### src/rtl/instr_seq_pkg.sv
package instr_seq_pkg;
  localparam int unsigned W     = 16;
  localparam int unsigned RW    = 3;
  localparam int unsigned OFFW  = 7;
  localparam int unsigned DISPW = 9;

  typedef logic [W-1:0]  word_t;
  typedef logic [RW-1:0] rsel_t;

  typedef enum logic [4:0] {
    ST_RST0   = 5'd0,
    ST_RST1   = 5'd1,
    ST_FETCH1 = 5'd2,
    ST_FETCH2 = 5'd3,
    ST_IREQ1  = 5'd4,
    ST_IREQ2  = 5'd5,
    ST_IREQ3  = 5'd6,
    ST_IREQ4  = 5'd7,
    ST_IREQ5  = 5'd8,
    ST_BCC1   = 5'd9,
    ST_ARITH1 = 5'd10,
    ST_LDA1   = 5'd11,
    ST_LOAD1  = 5'd12,
    ST_LOAD2  = 5'd13,
    ST_LOAD3  = 5'd14,
    ST_STORE1 = 5'd15,
    ST_STORE2 = 5'd16,
    ST_RDPS1  = 5'd17,
    ST_WRPS1  = 5'd18,
    ST_HALT1  = 5'd19,
    ST_IRET1  = 5'd20,
    ST_IRET2  = 5'd21,
    ST_IRET3  = 5'd22,
    ST_IRET4  = 5'd23
  } seq_state_t;

  typedef enum logic [1:0] {
    ALU_ADD    = 2'd0,
    ALU_PASS_A = 2'd1,
    ALU_PASS_B = 2'd2,
    ALU_MINOR  = 2'd3
  } alu_mode_t;

  typedef enum logic [3:0] {
    C_BRANCH, C_HALT, C_IRET, C_WRPS, C_RDPS,
    C_ARITH, C_LDA, C_LOAD, C_STORE
  } iclass_t;

  typedef struct packed {
    iclass_t cls;
    rsel_t   a;
    rsel_t   d;
    rsel_t   b;
    logic    byte_op;
    word_t   off;
    word_t   disp;
  } fields_t;

  typedef struct packed {
    rsel_t     a_sel;
    rsel_t     b_sel;
    rsel_t     d_sel;
    logic      b_const;
    word_t     konst;
    logic      a_ps;
    alu_mode_t alu;
    logic      reg_we;
    logic      d_from_mem;
    logic      flags_we;
    logic      ps_we;
    logic      ie_clr;
    logic      ir_we;
    logic      mem_rd;
    logic      mem_wr;
    logic      mem_word;
    logic      mem_data;
    logic      halt;
  } ctrl_t;

  // 7-bit signed byte offset, sign-extended to a full word
  function automatic word_t byte_offset(input word_t ir);
    return {{(W-OFFW){ir[OFFW-1]}}, ir[OFFW-1:0]};
  endfunction

  // 9-bit signed word displacement, sign-extended and scaled to bytes
  function automatic word_t branch_disp(input word_t ir);
    return {{(W-DISPW-1){ir[DISPW]}}, ir[DISPW:1], 1'b0};
  endfunction

  function automatic logic branch_cond_set(input word_t ir);
    return |{ir[12:10], ir[0]};
  endfunction

  function automatic iclass_t classify(input word_t ir);
    iclass_t c;
    unique case (ir[15:13])
      3'b000: begin
        if (branch_cond_set(ir)) c = C_BRANCH;
        else begin
          unique case (ir[2:1])
            2'b00:   c = C_HALT;
            2'b01:   c = C_IRET;
            2'b10:   c = C_WRPS;
            default: c = C_RDPS;
          endcase
        end
      end
      3'b001:         c = C_ARITH;
      3'b010, 3'b011: c = C_STORE;
      3'b100:         c = C_LDA;
      default:        c = C_LOAD;
    endcase
    return c;
  endfunction
endpackage

### src/rtl/seq_decode.sv
module seq_decode
  import instr_seq_pkg::*;
#(
  parameter rsel_t PC_REG = 3'd7
) (
  input  word_t   ir_i,
  output fields_t f_o,
  output logic    imm_pc_o
);
  always_comb begin
    f_o.cls     = classify(ir_i);
    f_o.a       = ir_i[12:10];
    f_o.d       = ir_i[9:7];
    f_o.b       = ir_i[6:4];
    f_o.byte_op = ~ir_i[13];
    f_o.off     = byte_offset(ir_i);
    f_o.disp    = branch_disp(ir_i);
  end

  // load through the PC with zero offset fetches an inline word
  assign imm_pc_o = (f_o.cls == C_LOAD) && (f_o.a == PC_REG)
                    && (ir_i[OFFW-1:0] == '0);
endmodule

### src/rtl/seq_next.sv
module seq_next
  import instr_seq_pkg::*;
(
  input  seq_state_t state_i,
  input  iclass_t    cls_i,
  input  logic       imm_pc_i,
  input  logic       irq_i,
  input  logic       ie_i,
  output seq_state_t next_o
);
  seq_state_t boundary;
  assign boundary = (irq_i && ie_i) ? ST_IREQ1 : ST_FETCH1;

  always_comb begin
    next_o = boundary;
    unique case (state_i)
      ST_RST0:   next_o = ST_RST1;
      ST_FETCH1: next_o = ST_FETCH2;
      ST_FETCH2: begin
        unique case (cls_i)
          C_BRANCH: next_o = ST_BCC1;
          C_HALT:   next_o = ST_HALT1;
          C_IRET:   next_o = ST_IRET1;
          C_WRPS:   next_o = ST_WRPS1;
          C_RDPS:   next_o = ST_RDPS1;
          C_ARITH:  next_o = ST_ARITH1;
          C_LDA:    next_o = ST_LDA1;
          C_LOAD:   next_o = ST_LOAD1;
          default:  next_o = ST_STORE1;
        endcase
      end
      ST_IREQ1:  next_o = ST_IREQ2;
      ST_IREQ2:  next_o = ST_IREQ3;
      ST_IREQ3:  next_o = ST_IREQ4;
      ST_IREQ4:  next_o = ST_IREQ5;
      ST_IREQ5:  next_o = ST_FETCH1;
      ST_LOAD1:  next_o = ST_LOAD2;
      ST_LOAD2:  next_o = imm_pc_i ? ST_LOAD3 : boundary;
      ST_STORE1: next_o = ST_STORE2;
      ST_IRET1:  next_o = ST_IRET2;
      ST_IRET2:  next_o = ST_IRET3;
      ST_IRET3:  next_o = ST_IRET4;
      default:   next_o = boundary;
    endcase
  end
endmodule

### src/rtl/seq_ctrl.sv
module seq_ctrl
  import instr_seq_pkg::*;
#(
  parameter rsel_t PC_REG       = 3'd7,
  parameter word_t PC_STEP      = 16'h0002,
  parameter word_t VEC_ADDR     = 16'h0002,
  parameter word_t SAVE_PC_ADDR = 16'hFFFC,
  parameter word_t SAVE_PS_ADDR = 16'hFFFE
) (
  input  seq_state_t state_i,
  input  fields_t    f_i,
  input  logic       br_true_i,
  output ctrl_t      c_o
);
  always_comb begin
    c_o     = '0;
    c_o.alu = ALU_ADD;
    unique case (state_i)
      ST_FETCH1: begin
        c_o.a_sel = PC_REG; c_o.b_const = 1'b1; c_o.konst = '0;
        c_o.mem_rd = 1'b1; c_o.mem_word = 1'b1;
      end
      ST_FETCH2: begin
        c_o.a_sel = PC_REG; c_o.b_const = 1'b1; c_o.konst = PC_STEP;
        c_o.d_sel = PC_REG; c_o.reg_we = 1'b1; c_o.ir_we = 1'b1;
      end
      ST_IREQ1: begin
        c_o.b_const = 1'b1; c_o.konst = SAVE_PS_ADDR; c_o.alu = ALU_PASS_B;
        c_o.mem_wr = 1'b1; c_o.mem_word = 1'b1;
      end
      ST_IREQ2: begin
        c_o.a_ps = 1'b1; c_o.alu = ALU_PASS_A;
        c_o.mem_data = 1'b1; c_o.mem_word = 1'b1;
      end
      ST_IREQ3: begin
        c_o.b_const = 1'b1; c_o.konst = SAVE_PC_ADDR; c_o.alu = ALU_PASS_B;
        c_o.mem_wr = 1'b1; c_o.mem_word = 1'b1;
      end
      ST_IREQ4: begin
        c_o.a_sel = PC_REG; c_o.alu = ALU_PASS_A;
        c_o.mem_data = 1'b1; c_o.mem_word = 1'b1; c_o.ie_clr = 1'b1;
      end
      ST_IREQ5: begin
        c_o.b_const = 1'b1; c_o.konst = VEC_ADDR; c_o.alu = ALU_PASS_B;
        c_o.d_sel = PC_REG; c_o.reg_we = 1'b1;
      end
      ST_BCC1: begin
        c_o.a_sel = PC_REG; c_o.b_const = 1'b1; c_o.konst = f_i.disp;
        c_o.d_sel = PC_REG; c_o.reg_we = br_true_i;
      end
      ST_ARITH1: begin
        c_o.a_sel = f_i.a; c_o.b_sel = f_i.b; c_o.d_sel = f_i.d;
        c_o.alu = ALU_MINOR; c_o.reg_we = 1'b1; c_o.flags_we = 1'b1;
      end
      ST_LDA1: begin
        c_o.a_sel = f_i.a; c_o.b_const = 1'b1; c_o.konst = f_i.off;
        c_o.d_sel = f_i.d; c_o.reg_we = 1'b1;
      end
      ST_LOAD1: begin
        c_o.a_sel = f_i.a; c_o.b_const = 1'b1; c_o.konst = f_i.off;
        c_o.mem_rd = 1'b1; c_o.mem_word = ~f_i.byte_op;
      end
      ST_LOAD2: begin
        c_o.d_sel = f_i.d; c_o.reg_we = 1'b1; c_o.d_from_mem = 1'b1;
        c_o.mem_word = ~f_i.byte_op;
      end
      ST_LOAD3: begin
        c_o.a_sel = PC_REG; c_o.b_const = 1'b1; c_o.konst = PC_STEP;
        c_o.d_sel = PC_REG; c_o.reg_we = 1'b1;
      end
      ST_STORE1: begin
        c_o.a_sel = f_i.a; c_o.b_const = 1'b1; c_o.konst = f_i.off;
        c_o.mem_wr = 1'b1; c_o.mem_word = ~f_i.byte_op;
      end
      ST_STORE2: begin
        c_o.b_sel = f_i.d; c_o.alu = ALU_PASS_B;
        c_o.mem_data = 1'b1; c_o.mem_word = ~f_i.byte_op;
      end
      ST_RDPS1: begin
        c_o.a_ps = 1'b1; c_o.alu = ALU_PASS_A;
        c_o.d_sel = f_i.d; c_o.reg_we = 1'b1;
      end
      ST_WRPS1: begin
        c_o.b_sel = f_i.b; c_o.alu = ALU_PASS_B; c_o.ps_we = 1'b1;
      end
      ST_HALT1: begin
        c_o.b_sel = f_i.b; c_o.alu = ALU_PASS_B; c_o.halt = 1'b1;
      end
      ST_IRET1: begin
        c_o.b_const = 1'b1; c_o.konst = SAVE_PC_ADDR; c_o.alu = ALU_PASS_B;
        c_o.mem_rd = 1'b1; c_o.mem_word = 1'b1;
      end
      ST_IRET2: begin
        c_o.d_sel = PC_REG; c_o.reg_we = 1'b1; c_o.d_from_mem = 1'b1;
        c_o.mem_word = 1'b1;
      end
      ST_IRET3: begin
        c_o.b_const = 1'b1; c_o.konst = SAVE_PS_ADDR; c_o.alu = ALU_PASS_B;
        c_o.mem_rd = 1'b1; c_o.mem_word = 1'b1;
      end
      ST_IRET4: begin
        c_o.ps_we = 1'b1; c_o.d_from_mem = 1'b1; c_o.mem_word = 1'b1;
      end
      default: ;
    endcase
  end
endmodule

### src/rtl/instr_seq.sv
module instr_seq
  import instr_seq_pkg::*;
#(
  parameter rsel_t PC_REG       = 3'd7,
  parameter word_t PC_STEP      = 16'h0002,
  parameter word_t VEC_ADDR     = 16'h0002,
  parameter word_t SAVE_PC_ADDR = 16'hFFFC,
  parameter word_t SAVE_PS_ADDR = 16'hFFFE
) (
  input  logic          clk_i,
  input  logic          rst_i,
  input  logic [W-1:0]  ir_i,
  input  logic          br_true_i,
  input  logic          irq_i,
  input  logic          ie_i,
  output logic [4:0]    state_o,
  output logic [RW-1:0] a_sel_o,
  output logic [RW-1:0] b_sel_o,
  output logic [RW-1:0] d_sel_o,
  output logic          b_const_o,
  output logic [W-1:0]  const_o,
  output logic          a_ps_o,
  output logic [1:0]    alu_mode_o,
  output logic          reg_we_o,
  output logic          d_from_mem_o,
  output logic          flags_we_o,
  output logic          ps_we_o,
  output logic          ie_clr_o,
  output logic          ir_we_o,
  output logic          mem_rd_o,
  output logic          mem_wr_o,
  output logic          mem_word_o,
  output logic          mem_data_o,
  output logic          halt_o
);
  seq_state_t state_q, state_d;
  fields_t    fields;
  logic       imm_pc;
  ctrl_t      ctl;

  seq_decode #(.PC_REG(PC_REG)) u_decode (
    .ir_i     (ir_i),
    .f_o      (fields),
    .imm_pc_o (imm_pc)
  );

  seq_next u_next (
    .state_i  (state_q),
    .cls_i    (fields.cls),
    .imm_pc_i (imm_pc),
    .irq_i    (irq_i),
    .ie_i     (ie_i),
    .next_o   (state_d)
  );

  seq_ctrl #(
    .PC_REG(PC_REG), .PC_STEP(PC_STEP), .VEC_ADDR(VEC_ADDR),
    .SAVE_PC_ADDR(SAVE_PC_ADDR), .SAVE_PS_ADDR(SAVE_PS_ADDR)
  ) u_ctrl (
    .state_i   (state_q),
    .f_i       (fields),
    .br_true_i (br_true_i),
    .c_o       (ctl)
  );

  always_ff @(posedge clk_i or posedge rst_i) begin
    if (rst_i) state_q <= ST_RST0;
    else       state_q <= state_d;
  end

  assign state_o      = state_q;
  assign a_sel_o      = ctl.a_sel;
  assign b_sel_o      = ctl.b_sel;
  assign d_sel_o      = ctl.d_sel;
  assign b_const_o    = ctl.b_const;
  assign const_o      = ctl.konst;
  assign a_ps_o       = ctl.a_ps;
  assign alu_mode_o   = ctl.alu;
  assign reg_we_o     = ctl.reg_we;
  assign d_from_mem_o = ctl.d_from_mem;
  assign flags_we_o   = ctl.flags_we;
  assign ps_we_o      = ctl.ps_we;
  assign ie_clr_o     = ctl.ie_clr;
  assign ir_we_o      = ctl.ir_we;
  assign mem_rd_o     = ctl.mem_rd;
  assign mem_wr_o     = ctl.mem_wr;
  assign mem_word_o   = ctl.mem_word;
  assign mem_data_o   = ctl.mem_data;
  assign halt_o       = ctl.halt;
endmodule

### config.mk
export PLATFORM = sky130hd
export DESIGN_NAME = instr_seq
export DESIGN_NICKNAME = d
export VERILOG_FILES = /design/src/rtl/instr_seq_pkg.sv /design/src/rtl/seq_decode.sv /design/src/rtl/seq_next.sv /design/src/rtl/seq_ctrl.sv /design/src/rtl/instr_seq.sv
export SDC_FILE = /design/constraint.sdc
export NUM_CORES = 1
export LEC_CHECK = 0
export BUFFER_PORTS_ARGS = -buffer_cell sky130_fd_sc_hd__buf_4
export CAP_MARGIN = 20
export CORE_ASPECT_RATIO = 1.5
export CORE_MARGIN = 2
export CORE_UTILIZATION = 53
export DETAILED_ROUTE_END_ITERATION = 12
export GPL_TIMING_DRIVEN = 0
export PLACE_DENSITY = 0.89
export SLEW_MARGIN = 20
export SYNTH_ARGS = -nofsm -noshare
export SYNTH_HDL_FRONTEND = slang
export SYNTH_SLANG_ARGS = --single-unit
export TNS_END_PERCENT = 1
### constraint.sdc
create_clock -name clk_i -period 4.2 [get_ports clk_i]
set_clock_uncertainty 0.15 [all_clocks]
set_input_delay 1.26 -clock clk_i [delete_from_list [all_inputs] [get_ports clk_i]]
set_output_delay 1.26 -clock clk_i [all_outputs]
set_load 0.05 [all_outputs]
* After elaboration in Yosys (flattened, before gate mapping)
Memory sizes are Yosys's and may differ from the RTL's.
Index checks and enable logic that the tools add are counted.
W data, S select, Z words.
** Storage, ports and cells
- Register bits after elaboration :: 5
- Memory bits (read-only) :: 40
- Output and inout bits :: 45
- Logic and storage cells :: 85
- Memories kept :: 1
** Operators by class
- Eq/ne operators :: 30
- Multiplexer cells :: 24
- Reduce and logical (&&, ||, !) cells :: 29
** Memory list
- (no name shown) :: words 8, width 5, read ports 1, clocked after Yosys merged registers in 0, wr ports 0, RTL line seq_next.sv:20 : unique case (cls_i)
** Operators by type and width (number)
- $pmux W17 S6 :: 1
- $pmux W5 S14 :: 1
- $eq A5 B4 Y1 const B :: 8
- $eq A5 B5 Y1 const B :: 8
- $reduce_or A3 Y1 :: 7
- $eq A5 B3 Y1 const B :: 4
- $reduce_or A4 Y1 :: 5
- $pmux W3 S2 :: 3
- $pmux W4 S4 :: 1
- $reduce_or A8 Y1 :: 2
- $eq A5 B2 Y1 const B :: 2
- $mux W1 :: 10
- $mux W5 :: 2
- $reduce_or A2 Y1 :: 5
- $reduce_or A5 Y1 :: 2
- $pmux W3 S3 :: 1
- $reduce_or A9 Y1 :: 1
- $logic_not A7 Y1 :: 1
- $eq A3 B2 Y1 const B :: 2
- $eq A3 B3 Y1 const B :: 2
- $pmux W2 S3 :: 1
- $logic_not A5 Y1 :: 1
- $eq A4 B3 Y1 const B :: 1
- $mux W4 :: 1
- other kinds (8) :: 11

* Logic depth before layout (Yosys ltp)
- Word-level depth :: 9
- Depth in mapped cells :: 11

* By module
Synthesis repeated with hierarchy kept, for this count alone.
** Second synthesis, totals
- Cell total of the unflattened synthesis :: 270
- Area, all modules :: 1915.6 µm²
** Modules (own cells, without submodules)
- seq_ctrl :: instances 1, cells each 136, area an instance 883.3 µm², seq. area each 0.0 µm²
- seq_decode :: instances 1, cells each 62, area an instance 456.7 µm², seq. area each 0.0 µm²
- seq_next :: instances 1, cells each 66, area an instance 446.7 µm², seq. area each 0.0 µm²
- instr_seq :: instances 1, cells each 6, area an instance 128.9 µm², seq. area each 125.1 µm²

* Worst setup path before layout
OpenSTA, ideal clock, no wires.
- Path type :: register to output
- From :: register state_q[1] (netlist: state_o[1])
- To :: output port ps_we_o
- Arrival :: 2.857 ns
- Path slack :: -0.067 ns
- Stages on the path, launching flop included :: 5
- Buffers on the path :: 2
- Cell sequence :: dfrtp_1 -> buf_2 -> buf_4 -> inv_2 -> nor4b_1
** On the way
- Word-level cells in the longest chain between the ends :: 3
- Elaborated cells on any way between the ends :: 4
- Classes of those cells :: eq/ne: 2; mux: 1; reduce/logical: 1
** Ends and longest elaborated chain
- from (decl) :: RTL line instr_seq.sv:36 : seq_state_t state_q, state_d;
- from (signal assigned) :: RTL line instr_seq.sv:68 : else state_q <= state_d;
- $eq A5 B5 Y1 :: RTL line seq_ctrl.sv:18 : unique case (state_i)
- $reduce_or A2 Y1 (no source line) *
- $mux W1 * :: RTL line seq_ctrl.sv:18
- to (decl) :: RTL line instr_seq.sv:27 : output logic ps_we_o,
Every way passes the cells marked *; elsewhere a longest branch is shown, timed or not.

* Worst setup path in the final report
- From :: input port ir_i[1]
- To :: output port const_o[1]
** On the way
- Word-level cells in the longest chain between the ends :: 1
** Ends and longest elaborated chain
- from (decl) :: RTL line instr_seq.sv:12 : input logic [W-1:0] ir_i,
- $pmux W17 S6 :: RTL line seq_ctrl.sv:18
- to (decl) :: RTL line instr_seq.sv:21 : output logic [W-1:0] const_o,
Every way passes these cells.

==> impl_metrics.env <==
export IMPL_status="finished, final reports clean"
export IMPL_first_iter_violations=181
export IMPL_drive_above_1_share=0.333
export IMPL_cp_startpoint="ir_i[1]"
export IMPL_avgSynthCellArea_um2=6.81
export IMPL_grt_first_pass_wirelength_um=9070
export IMPL_fin_crit_ns=3.71
export IMPL_finalCritPeriodShare=0.884
export IMPL_ys_warn_count=0
export IMPL_worstPathArrival_ns=2.30
export IMPL_yosys_top_cells_area="a21oi_1, dfrtp_1, buf_4, ha_1, o21ai_0"
export IMPL_critPathMaxFanout=6
export IMPL_dp_hpwl_um=4480
export IMPL_final_cell_mix="buf_4, a21oi_1, nand2_1"
export IMPL_syn_inst=238
export IMPL_final_common_cell="buf_4"
export IMPL_die_area_um2=3530
export IMPL_cts_tree="built"
export IMPL_yosys_area_share_adder=0.0463
export IMPL_end_kind="primary output"
export IMPL_critPathRequiredTime_ns=2.79
export IMPL_chipHeight_um=71.7
export IMPL_pin_count=66
export IMPL_min_from="state_o[4]$_DFF_PP0_"
export IMPL_fp_dieW_um=49.2
export IMPL_tns_ns=0
export IMPL_synth_distinct_cells=60
export IMPL_synth_compound_area_frac=0.407
export IMPL_max_freq_ghz=0.269
export IMPL_first_global_vias=1997
export IMPL_r2r_end="state_o[2]$_DFF_PP0_"
export IMPL_antenna_left=0
export IMPL_numCtsBuffers=3
export IMPL_cts_setup_buffers=0
export IMPL_synth_edf_count=0
export IMPL_synth_top_area_frac=0.0802
export IMPL_postCtsResizedCells=0
export IMPL_grt_antenna_before_repair=0
export IMPL_clkSlewWorstSetupHoldPaths_ns=0.04
export IMPL_slew_violations=0
export IMPL_largest_reg_flops=5
export IMPL_synth_seq_cells=5
export IMPL_reg2reg_from="state_o[3]$_DFF_PP0_"
export IMPL_hold_viol=0
export IMPL_cap_violations=0
export IMPL_rows=24
export IMPL_cts_root_buffer="clkbuf_8"
export IMPL_synthMuxAreaShare=0.0448
export IMPL_hp_class="reg2reg"
export IMPL_rsz0062_at_grt="false"
export IMPL_worst_slack_ns=0.488
export IMPL_grt_usage=0.318
export IMPL_slowest_stage="mux4_2"
export IMPL_insertedDiodeCount=0
export IMPL_gr_total_overflow=0
export IMPL_yosys_area_top_type="a21oi_1"
export IMPL_io_buffers=64
export IMPL_area_delta_synth_final_pct=35.8
export IMPL_slew_headroom=0.651
export IMPL_synth_nets=265
export IMPL_reg2reg_setup_slack_ns=2.26
export IMPL_cpPeakStageDelay_ns=0.48
export IMPL_worstPathCellList="buf_4 > a21oi_1 > mux4_2 > o21ai_1 > buf_4"
export IMPL_initial_core_util=0.557
export IMPL_synth_seq_area_share=0.0772
export IMPL_vias=2152
export IMPL_ctsHoldBuffers=0
export IMPL_core_area_um2=2910
export IMPL_r2r_cells=4
export IMPL_syn_area_um2=1620
export IMPL_vias_per_cell=6.24
export IMPL_gp_congestion=1.02
export IMPL_htreeDepth=1
export IMPL_grt_start_max_net_pins=11
export IMPL_critical_path_class="in2out"
export IMPL_whs_endpoint="state_o[3]$_DFF_PP0_"
export IMPL_synth_xor_area_frac=0
export IMPL_worstMarginPinSlew_ns=0.523
export IMPL_wl_per_cell_um=16.8
export IMPL_cp_start_kind="primary input"
export IMPL_drc=0
export IMPL_firstDrtPassIters=5
export IMPL_hold_depth=3
export IMPL_final_core_util=0.756
export IMPL_setup_viol=0
export IMPL_clkLatencyLatePin_ns=0.23
export IMPL_synthSimpleGateAreaFrac=0.296
export IMPL_synth_flop_cell="dfrtp_1"
export IMPL_async_flop_share=1.00
export IMPL_n_fill_cell=256
export IMPL_dp_slack_ns=0.359
export IMPL_cpMostUsedCell="buf_4"
export IMPL_routed_wl_um=5790
export IMPL_cts_sinks=5
export IMPL_nNetsFinal=334
export IMPL_synth_top_family_by_area="compound AO/OA/AOI/OAI gates"
export IMPL_clockBufferDepth=2
-- synth_stat cells, drive strengths merged, types with 6 or more instances --
cell    count
a21oi      26
buf        24
nand2      18
nor2       17
o21ai      16
inv        10
nand2b      9
a21o        8
nor2b       8
a31oi       7
o22ai       7
ha          6
nor3        6
-- through the flow --
stage               area (um2)  cells  hold slack [ns]
finish                    2200    345            0.707
floorplan                 1630    238            0.888
detailed placement        2160    341            0.699
global placement          2160    341            0.681
CTS                       2200    345            0.698
global route              2200    345            0.759
-- final cells by class --
class	count	area, um2	share of cell area
clock buffer	4	45.0	0.0205
tap	39	48.8	0.0222
sequential	5	125	0.0568
buffer	28	171	0.0778
inverter	10	37.5	0.0170
multi-input combinational	195	1290	0.588
timing repair buffer	64	480	0.218
-- worst max-delay path: cells and delay by family --
family	cells	cell delay, ns
AO/OA/AOI/OAI	2	0.21
buffers and inverters	2	0.35
multiplexers	1	0.48
-- cell families after synthesis --
group	Yosys count
AOI/OAI and AO/OA	100
and+or+nand+nor	83
buffers and inverters	38
DFF	5
muxes	6
adders and majority gates	6
-- worst max path at each step --
stage	endpoint	slack [ns]	cells after the start
2_1_floorplan	mem_rd_o	0.22	5
3_3_place_gp	state_o[2]$_DFF_PP0_	0.41	10
3_5_place_dp	state_o[2]$_DFF_PP0_	0.36	10
4_1_cts	const_o[1]	0.50	5
5_1_grt	state_o[2]$_DFF_PP0_	0.37	10
6_report	const_o[1]	0.49	5
-- metal layers --
layer  GRT usage  vias up  part of all wire
met1       0.353      957              0.35
met5           0        -                 0
met3      0.0250       28             0.091
met4       0.156        0             0.034
li1            -     1015                 -
met2       0.598      152              0.53
Power is not shown: default switching activity piles up to over one toggle a cycle in this logic, so the estimate is an artifact.
